$ cat src/rtl/odd3_pkg.sv
package odd3_pkg;
  // bits [2:1]: samples taken in group, bit 0: running parity
  typedef enum logic [2:0] {
    ST_IDLE  = 3'b000,
    ST_EVEN1 = 3'b010,
    ST_ODD1  = 3'b011,
    ST_EVEN2 = 3'b100,
    ST_ODD2  = 3'b101
  } odd3_state_e;
endpackage

$ cat src/rtl/odd3_debounce.sv
module odd3_debounce (
  input  logic clk_i,
  input  logic rst_ni,
  input  logic throw_no_i,
  input  logic throw_nc_i,
  output logic level_o
);
  logic set_w, clr_w, level_q;

  assign set_w = throw_no_i & ~throw_nc_i;
  assign clr_w = throw_nc_i & ~throw_no_i;

  always_ff @(negedge clk_i or negedge rst_ni) begin
    if (!rst_ni)    level_q <= 1'b0;
    else if (set_w) level_q <= 1'b1;
    else if (clr_w) level_q <= 1'b0;
  end

  assign level_o = level_q;

  a_r2_hold_on_bounce: assert property (@(negedge clk_i) disable iff (!rst_ni)
    (throw_no_i == throw_nc_i) |=> $stable(level_o));
  a_r2_set_on_no: assert property (@(negedge clk_i) disable iff (!rst_ni)
    (throw_no_i && !throw_nc_i) |=> level_o);
  a_r2_clear_on_nc: assert property (@(negedge clk_i) disable iff (!rst_ni)
    (throw_nc_i && !throw_no_i) |=> !level_o);
endmodule

$ cat src/rtl/odd3_sync.sv
module odd3_sync #(
  parameter int unsigned STAGES = 1
) (
  input  logic clk_i,
  input  logic rst_ni,
  input  logic d_i,
  output logic q_o
);
  logic [STAGES-1:0] chain_q;

  generate
    if (STAGES == 1) begin : g_single
      always_ff @(negedge clk_i or negedge rst_ni) begin
        if (!rst_ni) chain_q <= '0;
        else         chain_q <= d_i;
      end
    end else begin : g_multi
      always_ff @(negedge clk_i or negedge rst_ni) begin
        if (!rst_ni) chain_q <= '0;
        else         chain_q <= {chain_q[STAGES-2:0], d_i};
      end
    end
  endgenerate

  assign q_o = chain_q[STAGES-1];
endmodule

$ cat src/rtl/odd3_fsm.sv
module odd3_fsm
  import odd3_pkg::*;
(
  input  logic clk_i,
  input  logic rst_ni,
  input  logic sample_i,
  output logic fire_o
);
  odd3_state_e state_q, state_d;

  always_comb begin
    unique case (state_q)
      ST_IDLE:  state_d = sample_i ? ST_ODD1  : ST_EVEN1;
      ST_EVEN1: state_d = sample_i ? ST_ODD2  : ST_EVEN2;
      ST_ODD1:  state_d = sample_i ? ST_EVEN2 : ST_ODD2;
      default:  state_d = ST_IDLE;  // third sample or unused code
    endcase
  end

  always_ff @(posedge clk_i or negedge rst_ni) begin
    if (!rst_ni) state_q <= ST_IDLE;
    else         state_q <= state_d;
  end

  // Mealy: odd total once the third sample is folded in
  assign fire_o = state_q[2] & (state_q[0] ^ sample_i);

  a_r4_group_wrap: assert property (@(posedge clk_i) disable iff (!rst_ni)
    state_q[2] |=> (state_q == ST_IDLE));
  a_r4_first_sample: assert property (@(posedge clk_i) disable iff (!rst_ni)
    (state_q == ST_IDLE) |=> (state_q[2:1] == 2'b01 && state_q[0] == $past(sample_i)));
endmodule

$ cat src/rtl/odd3_detector.sv
module odd3_detector #(
  parameter int unsigned SYNC_STAGES = 1
) (
  input  logic clk_i,
  input  logic rst_ni,
  input  logic throw_no_i,
  input  logic throw_nc_i,
  output logic detect_no_o
);
  logic level_w, sample_w, fire_w;

  odd3_debounce u_debounce (
    .clk_i      (clk_i),
    .rst_ni     (rst_ni),
    .throw_no_i (throw_no_i),
    .throw_nc_i (throw_nc_i),
    .level_o    (level_w)
  );

  odd3_sync #(.STAGES(SYNC_STAGES)) u_sync (
    .clk_i  (clk_i),
    .rst_ni (rst_ni),
    .d_i    (level_w),
    .q_o    (sample_w)
  );

  odd3_fsm u_fsm (
    .clk_i    (clk_i),
    .rst_ni   (rst_ni),
    .sample_i (sample_w),
    .fire_o   (fire_w)
  );

  // qualify with the low phase, where sample and state are both settled
  assign detect_no_o = ~(fire_w & ~clk_i & rst_ni);
endmodule

$ cat config.mk
export PLATFORM = sky130hd
export DESIGN_NAME = odd3_detector
export DESIGN_NICKNAME = d
export VERILOG_FILES = /design/src/rtl/odd3_pkg.sv /design/src/rtl/odd3_debounce.sv /design/src/rtl/odd3_sync.sv /design/src/rtl/odd3_fsm.sv /design/src/rtl/odd3_detector.sv
export SDC_FILE = /design/constraint.sdc
export NUM_CORES = 1
export LEC_CHECK = 0
export BUFFER_PORTS_ARGS = -buffer_cell sky130_fd_sc_hd__buf_2
export CAP_MARGIN = 20
export CORE_AREA = 2 2 39 41
export DETAILED_ROUTE_END_ITERATION = 12
export DIE_AREA = 0 0 41 43
export PLACE_DENSITY_LB_ADDON = 0.3
export RECOVER_POWER = 25
export SLEW_MARGIN = 20
export SYNTH_ARGS = -nofsm -noshare
export SYNTH_HDL_FRONTEND = slang
export SYNTH_HIERARCHICAL = 1
export SYNTH_SLANG_ARGS = --single-unit
$ cat constraint.sdc
create_clock -name clk_i -period 0.85 [get_ports clk_i]
set_input_delay 0 -clock clk_i [delete_from_list [all_inputs] [get_ports clk_i]]
set_output_delay 0 -clock clk_i [all_outputs]
set_load 0.005 [all_outputs]
==> flow_summary.rst, run 1 <==
.. list-table::
   :header-rows: 1

   * - Metric
     - Value
   * - Result of the run
     - finished with violations
   * - Failing checks
     - negative setup slack
   * - CP Data Required Time
     - 850 ps
   * - Clock latency reported for the late side of the worst-skew pair
     - 370 ps
   * - Switching power summed over all nets
     - roughly 0.00019 W
   * - Relative contribution of sequential cells to total power
     - 0.318
   * - Nature of the critical path startpoint
     - flip-flop
   * - P_int
     - between 0.0006 and 0.0007 W
   * - Fin cells
     - 45
   * - Switching fraction of total power
     - 0.2263
   * - Vias
     - approximately 180
   * - Max-capacitance violation count
     - 0
   * - Signal arrival time at the worst endpoint
     - 1630 ps
   * - Pre-CTS setup slack
     - -468.5 ps
   * - Kind of path behind the tightest hold check
     - primary input to async pin
   * - Pin count of the biggest net entering global routing
     - 6
   * - Placeable core region
     - 0.001384 sq mm
   * - Post-route ant nets
     - 0
   * - Antenna violations before repair
     - 0
   * - Combined global-route utilization of all metal layers
     - 0.08595
   * - Via/cell ratio
     - 3.933
   * - Final setup skew
     - 16.26 ps
   * - Utilization after layout
     - 0.2523
   * - Core Rows
     - 14
   * - CP max-delay cell
     - sky130_fd_sc_hd__dfrtn_1
   * - Count of placed standard cells including taps
     - 37
   * - Half-perimeter wire length of the detailed placement result
     - 253.3 microns
   * - Via count of the first global-routing pass
     - approximately 180
   * - TritonCTS clock tree
     - done
   * - Die area
     - 0.001763 sq mm
   * - Drc violations
     - 0
   * - Class of the most critical setup path
     - flip-flop to output pin
   * - List of most frequent post-synthesis cells
     - sky130_fd_sc_hd__dfrtp_1, sky130_fd_sc_hd__dfrtn_1, sky130_fd_sc_hd__nand2b_1, sky130_fd_sc_hd__nand3b_1
   * - DR pass1 iterations
     - 3
   * - Largest area contributor in the netlist
     - sky130_fd_sc_hd__dfrtp_1
   * - Total setup violations reported at the end of the flow
     - 4
   * - Final weighted congestion of routability-driven global placement
     - slightly below 0.5
   * - Unrepaired setup endpoints after global routing
     - yes
   * - Die Height
     - 43 microns
   * - Detail-routed net length per standard cell
     - roughly 9 microns
   * - Crit path cell chain
     - nand2b_1 -> a21boi_1 -> nand3b_1 -> buf_2
   * - Mapped Avg Cell Area
     - 12.98 sq um
   * - Final count of hold timing violations
     - 0
   * - CP peak stage delay
     - approximately 410 ps
   * - Portion of the post-synthesis area used by sequential elements
     - 0.6024
   * - Main synth FF type
     - sky130_fd_sc_hd__dfrtp_1
   * - Combinational group share of total power
     - 0.096
   * - Slew at the pin with the worst max-slew slack
     - between 200 and 250 ps
   * - Starting density of the core
     - 0.1501
   * - Top Family by Delay on Critical Path
     - flip-flops
   * - Total negative slack for setup checks
     - -1098 ps
   * - Final Max Slew Viols
     - 0
   * - Share of post-route cells with drive strength above 1
     - 0.4828
   * - Number of enable flip-flop cells after synthesis
     - 0
   * - Maximum vdd drop
     - 0.8254 mV
   * - Sum of overflow across all layers after global routing
     - 0
   * - Top-area cell type share of the netlist area
     - 0.3614
   * - Cells taking the most area after synthesis
     - sky130_fd_sc_hd__dfrtp_1, sky130_fd_sc_hd__dfrtn_1, sky130_fd_sc_hd__mux2_4
   * - Final nets
     - 35
   * - Global-route wire length before repair
     - between 700 and 800 microns
   * - Horizontal die dimension
     - 41 microns
   * - Clk pwr share
     - 0.586
   * - Syn-to-layout area delta
     - 68.07%
   * - Number of DRC markers in iteration 0
     - 3
   * - Minimum setup slack in the final design
     - -783.3 ps
   * - Post-CTS clock slew at the launch and capture registers of the worst setup and hold paths
     - approximately 50 ps
   * - Number of warning messages in the yosys log
     - 6
   * - Post-Syn Nets
     - 21
   * - Worst hold slack across all endpoints
     - between 30 and 40 ps
   * - Critical path buffers and inverters
     - 1
   * - Most repeated cell in the gate-level netlist after synthesis
     - sky130_fd_sc_hd__dfrtp_1
   * - Antenna cell count
     - 0
   * - WL final
     - between 400 and 500 microns
   * - Leakage power figure
     - 0.1533 nW
   * - Distinct cells, synth
     - 11
   * - Post-Syn Instances
     - 16
   * - Number of port buffers
     - 4
   * - Number of primary I/O pins
     - 5
   * - Synth Register Bits
     - 5
   * - Crit. End Element
     - output pin
   * - Maximum net fanout on the critical path
     - 3
   * - Power per cell area
     - around 2400 mW/mm^2
   * - Slew margin rel.
     - 0.8406
   * - Mapped cell area
     - 207.7 sq um
   * - Share of flip-flops with an asynchronous set or reset after synthesis
     - 1.000
==> what timing repair did <==
item                       in CTS  in global routing
pin swaps                       1                  0
hold endpoints to repair        5                  0
setup endpoints to repair       4                  3
hold buffers                    1                  0
gates cloned                    0                  0
resized for setup               3                  0
buffers inserted                0                  0
==> cells by family after synthesis <==
logic type,share of synthesized area
buffers and inverters,0.01805
AOI/OAI and AO/OA,0.06023
muxes,0.07227
DFF,0.6024
and+or+nand+nor,0.1867
adders and majority gates,0.06023
==> stage by stage <==
step,power [W],area [sq um]
6_report,0.0008473,349.1
5_1_grt,0.0009151,349.1
4_1_cts,0.0008663,349.1
3_5_place_dp,0.0003598,280.3
3_3_place_gp,0.0003536,280.3
2_1_floorplan,0.0003263,232.7
==> final timing paths <==
kind	start	end	slack, ps	cells past startpoint
min in group clk_i	rst_ni	detect_no_o	270	3
worst min register to register	u_debounce/level_o	u_sync/q_o	330	0
max in group asynchronous	rst_ni	u_debounce/level_o	290	2
worst min-delay path	rst_ni	u_fsm/state_q[0]	30	2
worst max-delay path	u_sync/q_o	detect_no_o	-780	4
worst max register to register	u_sync/q_o	u_fsm/state_q[0]	-310	2
==> cells in the final DEF (no fill, tap or decap) <==
cell type	n
sky130_fd_sc_hd__clkbuf_4	6
sky130_fd_sc_hd__buf_2	3
sky130_fd_sc_hd__dfrtp_1	3
sky130_fd_sc_hd__nand3b_1	2
sky130_fd_sc_hd__dfrtn_1	2
sky130_fd_sc_hd__nand2b_1	2
sky130_fd_sc_hd__clkbuf_1	1
sky130_fd_sc_hd__dlygate4sd3_1	1
sky130_fd_sc_hd__buf_8	1
sky130_fd_sc_hd__inv_12	1
sky130_fd_sc_hd__mux2_4	1
sky130_fd_sc_hd__ha_4	1
sky130_fd_sc_hd__nor3_1	1
sky130_fd_sc_hd__a21oi_1	1
sky130_fd_sc_hd__a21boi_1	1
sky130_fd_sc_hd__nor2b_1	1
sky130_fd_sc_hd__buf_4	1
==> state kept, by name, indices dropped and copies added (netlist names) <==
register	cells
u_fsm/state_q	3
u_debounce/level_o	1
u_sync/q_o	1
==> per-layer routing <==
layer	track usage	up-vias	part of all wire
met5	0	-	0
met4	0.1133	0	0.025
met3	0.1623	3	0.18
met2	0.05313	10	0.37
met1	0.06579	82	0.42
li1	-	82	-
==> power groups by stage <==
stage / Combinational (W) / Clock [W] / Sequential [W]
floorplan: 0.0000417 / 0.0000137 / 0.000271
global placement: 0.0000685 / 0.0000137 / 0.000271
detailed placement: 0.0000730 / 0.0000137 / 0.000273
CTS: 0.0000818 / 0.000515 / 0.000270
global route: 0.0000879 / 0.000555 / 0.000272
finish: 0.0000812 / 0.000496 / 0.000270
==> layout make-up <==
type	count	area, sq um
clock buffers	8	53.80
fillers	153	1035
inverters	1	16.27
multi-input cells	10	91.34
flip-flops and latches	5	125.1
well taps	16	20.02
repair buffers	5	42.54
Power figures use the tool's default switching activity.
==> run 2, diff against run 1 <==
- MAX_ROUTING_LAYER: not set -> met4
- RECOVER_POWER: 25 -> not set
- clock period: 0.85 -> 1.8 ns (I/O delays scaled with it)
==> flow_summary.rst, run 2 (synthesized netlist as in run 1, its figures left out) <==
.. list-table::
   :header-rows: 1

   * - Metric
     - Value
   * - Total negative slack for setup checks
     - -293.0 ps (was -1098 ps)
   * - Placeable core region
     - 0.001384 sq mm (unchanged)
   * - Kind of path behind the tightest hold check
     - primary input to async pin (unchanged)
   * - Leakage power figure
     - 0.1460 nW (was 0.1533 nW)
   * - Pin count of the biggest net entering global routing
     - 5 (was 6)
   * - Detail-routed net length per standard cell
     - 9.136 microns (was 9.022 microns)
   * - Share of post-route cells with drive strength above 1
     - 0.4286 (was 0.4828)
   * - Relative contribution of sequential cells to total power
     - 0.336 (was 0.318)
   * - Switching fraction of total power
     - 0.2151 (was 0.2263)
   * - Crit. path cell count
     - 4 (unchanged)
   * - Pre-CTS setup slack
     - 39.36 ps (was -468.5 ps)
   * - Post-route ant nets
     - 0 (unchanged)
   * - Worst Setup SP
     - u_sync/q_o (unchanged)
   * - Maximum vdd drop
     - 0.4341 mV (was 0.8254 mV)
   * - Register with the most flip-flops
     - u_fsm/state_q (unchanged)
   * - Unrepaired setup endpoints after global routing
     - yes (unchanged)
   * - Cells on worst reg2reg path
     - 2 (unchanged)
   * - Most common library cell in the layout ignoring fill and taps
     - sky130_fd_sc_hd__clkbuf_4 (unchanged)
   * - Total setup violations reported at the end of the flow
     - 2 (was 4)
   * - Max-capacitance violation count
     - 0 (unchanged)
   * - Antenna violations before repair
     - 0 (unchanged)
   * - Final count of hold timing violations
     - 0 (unchanged)
   * - Starting density of the core
     - 0.1501 (unchanged)
   * - DR pass1 iterations
     - 1 (was 3)
   * - Max FFs per register
     - 3 (unchanged)
   * - P_int
     - 0.0003041 W (was 0.0006556 W)
   * - Vias
     - 160 (was 177)
   * - Half-perimeter wire length of the detailed placement result
     - 238.7 microns (was 253.3 microns)
   * - Slew margin rel.
     - 0.8781 (was 0.8406)
   * - Number of DRC markers in iteration 0
     - 0 (was 3)
   * - Core Rows
     - 14 (unchanged)
   * - Startpoint of the worst register-to-register path
     - u_sync/q_o (unchanged)
   * - Clock latency reported for the late side of the worst-skew pair
     - 370 ps (about the same)
   * - Power per cell area
     - 1234 mW/mm^2 (was 2427 mW/mm^2)
   * - Combinational group share of total power
     - 0.072 (was 0.096)
   * - CP Data Required Time
     - 1800 ps (was 850 ps)
   * - Final Max Slew Viols
     - 0 (unchanged)
   * - Critical path buffers and inverters
     - 1 (unchanged)
   * - Worst setup path endpoint
     - detect_no_o (unchanged)
   * - Crit. End Element
     - output pin (unchanged)
   * - Die area
     - 0.001763 sq mm (unchanged)
   * - Final nets
     - 34 (was 35)
   * - Die Height
     - 43 microns (unchanged)
   * - Clk pwr share
     - 0.592 (was 0.586)
   * - Final-layout fill cell count
     - 154 (was 153)
   * - Global-route wire length before repair
     - 717 microns (was 724 microns)
   * - Maximum net fanout on the critical path
     - 3 (unchanged)
   * - Nature of the critical path startpoint
     - flip-flop (unchanged)
   * - Crit path cell chain
     - nand2b_4 -> a21boi_1 -> nand3b_1 -> buf_2 (was nand2b_1 -> a21boi_1 -> nand3b_1 -> buf_2)
   * - Number of port buffers
     - 4 (unchanged)
   * - Final setup skew
     - 21.53 ps (was 16.26 ps)
   * - Commonest cells after routing, fill and taps aside
     - sky130_fd_sc_hd__clkbuf_4, sky130_fd_sc_hd__buf_2, sky130_fd_sc_hd__dfrtp_1, sky130_fd_sc_hd__nand3b_1, sky130_fd_sc_hd__dfrtn_1 (was sky130_fd_sc_hd__clkbuf_4, sky130_fd_sc_hd__buf_2, sky130_fd_sc_hd__dfrtp_1)
   * - Antenna cell count
     - 0 (unchanged)
   * - Switching power summed over all nets
     - 0.00008334 W (was 0.0001917 W)
   * - Syn-to-layout area delta
     - 51.20% (was 68.07%)
   * - CP max-delay cell
     - sky130_fd_sc_hd__dfrtn_1 (unchanged)
   * - Minimum setup slack in the final design
     - -293.0 ps (was -783.3 ps)
   * - Number of primary I/O pins
     - 5 (unchanged)
   * - Horizontal die dimension
     - 41 microns (unchanged)
   * - R2r setup slk
     - 150 ps (was -310 ps)
   * - Sum of overflow across all layers after global routing
     - 0 (unchanged)
   * - Via/cell ratio
     - 3.636 (was 3.933)
   * - Via count of the first global-routing pass
     - 198 (was 183)
   * - Drc violations
     - 0 (unchanged)
   * - Post-CTS clock slew at the launch and capture registers of the worst setup and hold paths
     - 40 ps (was 50 ps)
   * - Class of the most critical setup path
     - flip-flop to output pin (unchanged)
   * - Combined global-route utilization of all metal layers
     - 0.08075 (was 0.08595)
   * - CP peak stage delay
     - 350 ps (was 410 ps)
   * - WL final
     - 402 microns (was 406 microns)
   * - Slew at the pin with the worst max-slew slack
     - 182.8 ps (was 238.3 ps)
   * - Final weighted congestion of routability-driven global placement
     - 0.5643 (was 0.4917)
   * - Signal arrival time at the worst endpoint
     - 2090 ps (was 1630 ps)
   * - Result of the run
     - finished with violations (unchanged)
   * - Failing checks
     - negative setup slack (unchanged)
   * - TritonCTS clock tree
     - done (unchanged)
   * - Terminus of the critical flop-to-flop path
     - u_fsm/state_q[0] (unchanged)
   * - Top Family by Delay on Critical Path
     - flip-flops (unchanged)
[run 2: per-layer routing]
metal	share of wire	track usage	vias to the layer above
met2	0.41	0.07188	7
li1	-	-	77
met1	0.45	0.05902	74
met3	0.11	0.1257	2
met4	0.025	0.08667	0
met5	0	-	-
[run 2: cell type report]
type	instances	area, sq um	area share
Tap cell	16	20.02	0.06375
Multi-Input combinational cell	10	86.33	0.2749
Inverter	1	3.754	0.01195
Timing Repair Buffer	4	25.02	0.07968
Clock buffer	8	53.80	0.1713
Sequential cell	5	125.1	0.3984
[run 2: stage by stage]
stage | hold WS, ps | area (sq um) | total power [W] | util | instances
after floorplan | -295.6 | 207.7 | 0.0001507 | - | 16
final | 47.95 | 314.1 | 0.0003875 | 0.2269 | 44
after CTS | 40.71 | 306.5 | 0.0003960 | 0.2215 | 44
after global placement | -181.5 | 247.7 | 0.0001571 | 0.1790 | 36
after global routing | 59.75 | 314.1 | 0.0004182 | 0.2269 | 44
after detailed placement | -176.4 | 247.7 | 0.0001593 | 0.1790 | 36
[run 2: worst min-delay path by stage]
stage	endpoint	slack, ps	depth (start not counted)
floorplan	u_fsm/state_q[0]	-300	0
global placement	u_fsm/state_q[0]	-180	1
detailed placement	u_fsm/state_q[0]	-180	1
CTS	u_fsm/state_q[0]	40	2
global route	u_fsm/state_q[1]	60	2
finish	u_fsm/state_q[1]	50	2
[run 2: repair_timing]
action                                  in CTS  in global routing
endpoints found under the setup margin       2                  2
resized for setup                            0                  1
hold buffers                                 1                  0
hold endpoints to repair                     3                  0
setup buffers                                0                  0
[run 2: power groups by stage]
stage,Clock (W),Sequential [W],Combinational (W)
6_report,0.000229,0.000130,0.0000279
5_1_grt,0.000256,0.000131,0.0000311
4_1_cts,0.000243,0.000128,0.0000251
3_5_place_dp,0.00000649,0.000130,0.0000232
3_3_place_gp,0.00000649,0.000129,0.0000217
2_1_floorplan,0.00000649,0.000128,0.0000163
==> run 3, diff against run 2 <==
- clock period: 1.8 -> 2.5 ns (I/O delays scaled with it)
==> flow_summary.rst, run 3 (synthesized netlist as in run 1, its figures left out) <==
.. list-table::
   :header-rows: 1

   * - Metric
     - Value
   * - Wire length on met2
     - 142 microns (was 165 microns)
   * - Crit. End Element
     - output pin (unchanged)
   * - Final weighted congestion of routability-driven global placement
     - 0.5602 (was 0.5643)
   * - Kind of path behind the tightest hold check
     - flip-flop to flip-flop (was primary input to async pin)
   * - Max FFs per register
     - 3 (unchanged)
   * - Non-Filler Cell Area, Final
     - 324.1 sq um (was 314.1 sq um)
   * - WL final
     - 387 microns (was 402 microns)
   * - Placeable core region
     - 0.001384 sq mm (unchanged)
   * - Combinational group share of total power
     - 0.077 (was 0.072)
   * - Clock latency reported for the late side of the worst-skew pair
     - 370 ps (about the same)
   * - Antenna violations before repair
     - 0 (unchanged)
   * - Commonest cells after routing, fill and taps aside
     - sky130_fd_sc_hd__clkbuf_4, sky130_fd_sc_hd__buf_2, sky130_fd_sc_hd__dfrtp_1 (was sky130_fd_sc_hd__clkbuf_4, sky130_fd_sc_hd__buf_2, sky130_fd_sc_hd__dfrtp_1, sky130_fd_sc_hd__nand3b_1, sky130_fd_sc_hd__dfrtn_1)
   * - Switching power summed over all nets
     - 0.00005664 W (was 0.00008334 W)
   * - Max Used Layer
     - met4 (unchanged)
   * - Register with the most flip-flops
     - u_fsm/state_q (unchanged)
   * - Signal arrival time at the worst endpoint
     - 2460 ps (was 2090 ps)
   * - Most common library cell in the layout ignoring fill and taps
     - sky130_fd_sc_hd__clkbuf_4 (unchanged)
   * - Clk pwr share
     - 0.585 (was 0.592)
   * - Max-capacitance violation count
     - 0 (unchanged)
   * - TritonCTS clock tree
     - done (unchanged)
   * - Share of post-route cells with drive strength above 1
     - 0.4138 (was 0.4286)
   * - Antenna cell count
     - 0 (unchanged)
   * - Half-perimeter wire length of the detailed placement result
     - 240.7 microns (was 238.7 microns)
   * - Nature of the critical path startpoint
     - flip-flop (unchanged)
   * - Die area
     - 0.001763 sq mm (unchanged)
   * - Global-route wire length before repair
     - 648 microns (was 717 microns)
   * - Total setup violations reported at the end of the flow
     - 0 (was 2)
   * - Vias
     - 168 (was 160)
   * - Result of the run
     - finished, final reports clean (was finished with violations)
   * - Unrepaired setup endpoints after global routing
     - yes (unchanged)
   * - Met1 Routed Length
     - 160 microns (was 180 microns)
   * - Maximum net fanout on the critical path
     - 3 (unchanged)
   * - Number of primary I/O pins
     - 5 (unchanged)
   * - Pin count of the biggest net entering global routing
     - 5 (unchanged)
   * - Post-route ant nets
     - 0 (unchanged)
   * - Final setup skew
     - 22.53 ps (was 21.53 ps)
   * - Core Rows
     - 14 (unchanged)
   * - Final count of hold timing violations
     - 0 (unchanged)
   * - Fin cells
     - 45 (was 44)
   * - Via count of the first global-routing pass
     - 190 (was 198)
   * - Leakage power figure
     - 0.1502 nW (was 0.1460 nW)
   * - DR pass1 iterations
     - 4 (was 1)
   * - Worst hold slack across all endpoints
     - 327.0 ps (was 47.95 ps)
   * - Starting density of the core
     - 0.1501 (unchanged)
   * - Sum of overflow across all layers after global routing
     - 0 (unchanged)
   * - Relative contribution of sequential cells to total power
     - 0.338 (was 0.336)
   * - Final Max Slew Viols
     - 0 (unchanged)
   * - Post-CTS clock slew at the launch and capture registers of the worst setup and hold paths
     - 30 ps (was 40 ps)
   * - Die Height
     - 43 microns (unchanged)
   * - Slew at the pin with the worst max-slew slack
     - 182.2 ps (was 182.8 ps)
   * - Drc violations
     - 0 (unchanged)
   * - Via/cell ratio
     - 3.733 (was 3.636)
   * - Class of the most critical setup path
     - flip-flop to output pin (unchanged)
   * - Slew margin rel.
     - 0.8785 (was 0.8781)
   * - Combined global-route utilization of all metal layers
     - 0.07342 (was 0.08075)
   * - Total negative slack for setup checks
     - 0 ps (was -293.0 ps)
   * - Maximum vdd drop
     - 0.3669 mV (was 0.4341 mV)
   * - Final nets
     - 35 (was 34)
   * - Total placed instance area
     - 247.7 sq um (unchanged)
   * - Number of DRC markers in iteration 0
     - 6 (was 0)
   * - Buffers inserted during post-CTS setup optimization
     - 0 (unchanged)
   * - P_int
     - 0.0002198 W (was 0.0003041 W)
   * - Utilization after layout
     - 0.2342 (was 0.2269)
   * - Routed length on met3
     - 70 microns (was 46 microns)
   * - Count of placed standard cells including taps
     - 36 (unchanged)
   * - Syn-to-layout area delta
     - 56.02% (was 51.20%)
   * - CP Data Required Time
     - 2500 ps (was 1800 ps)
   * - Switching fraction of total power
     - 0.2049 (was 0.2151)
   * - Power per cell area
     - 853.0 mW/mm^2 (was 1234 mW/mm^2)
   * - Detail-routed net length per standard cell
     - 8.600 microns (was 9.136 microns)
   * - Horizontal die dimension
     - 41 microns (unchanged)
   * - Number of port buffers
     - 4 (unchanged)
## run 3: final timing paths
check	from	end	slack, ps	cells after the start
max	u_sync/q_o	detect_no_o	40	4
min in group asynchronous	rst_ni	u_fsm/state_q[1]	580	3
min reg2reg	u_debounce/level_o	u_sync/q_o	330	0
min	u_debounce/level_o	u_sync/q_o	330	0
max in group asynchronous	rst_ni	u_debounce/level_o	1260	2
max reg2reg	u_sync/q_o	u_fsm/state_q[0]	510	2
## run 3: worst max-delay path, cell delays in order, from the launching register on
cell,delay (ps)
sky130_fd_sc_hd__dfrtn_1,350
sky130_fd_sc_hd__nand2b_4,140
sky130_fd_sc_hd__a21boi_1,150
sky130_fd_sc_hd__nand3b_1,80
sky130_fd_sc_hd__buf_2,130
## run 3: power by group through the flow
stage | Combinational, W | Clock (W) | Sequential, W
3_3_place_gp | 0.0000157 | 0.00000468 | 0.0000928
2_1_floorplan | 0.0000117 | 0.00000467 | 0.0000921
4_1_cts | 0.0000194 | 0.000169 | 0.0000924
5_1_grt | 0.0000234 | 0.000175 | 0.0000947
6_report | 0.0000212 | 0.000162 | 0.0000935
3_5_place_dp | 0.0000165 | 0.00000468 | 0.0000933
## run 3: area by class of cell
class	instances	area [sq um]
well taps	16	20.02
inverters	1	3.754
fillers	158	1060
flip-flops and latches	5	125.1
multi-input cells	10	86.33
repair buffers	5	35.03
clock buffers	8	53.80
## run 3: through the flow
| step | power [W] | setup WS [ps] |
|---|---|---|
| 3_5_place_dp | 0.0001145 | 397.5 |
| 2_1_floorplan | 0.0001085 | 503.0 |
| 5_1_grt | 0.0002932 | -46.55 |
| 4_1_cts | 0.0002809 | 18.45 |
| 3_3_place_gp | 0.0001131 | 404.4 |
| 6_report | 0.0002764 | 37.91 |
## run 3: timing repair
action | CTS | global route
setup endpoints to repair | 0 | 2
resized for setup | 0 | 1
hold buffers | 2 | 0
endpoints found under the hold margin | 3 | 0
## run 3: per-layer routing
metal,vias up,global-route usage
li1,79,-
met1,76,0.04575
met2,10,0.07188
met3,3,0.1257
met4,0,0.06667
met5,-,-
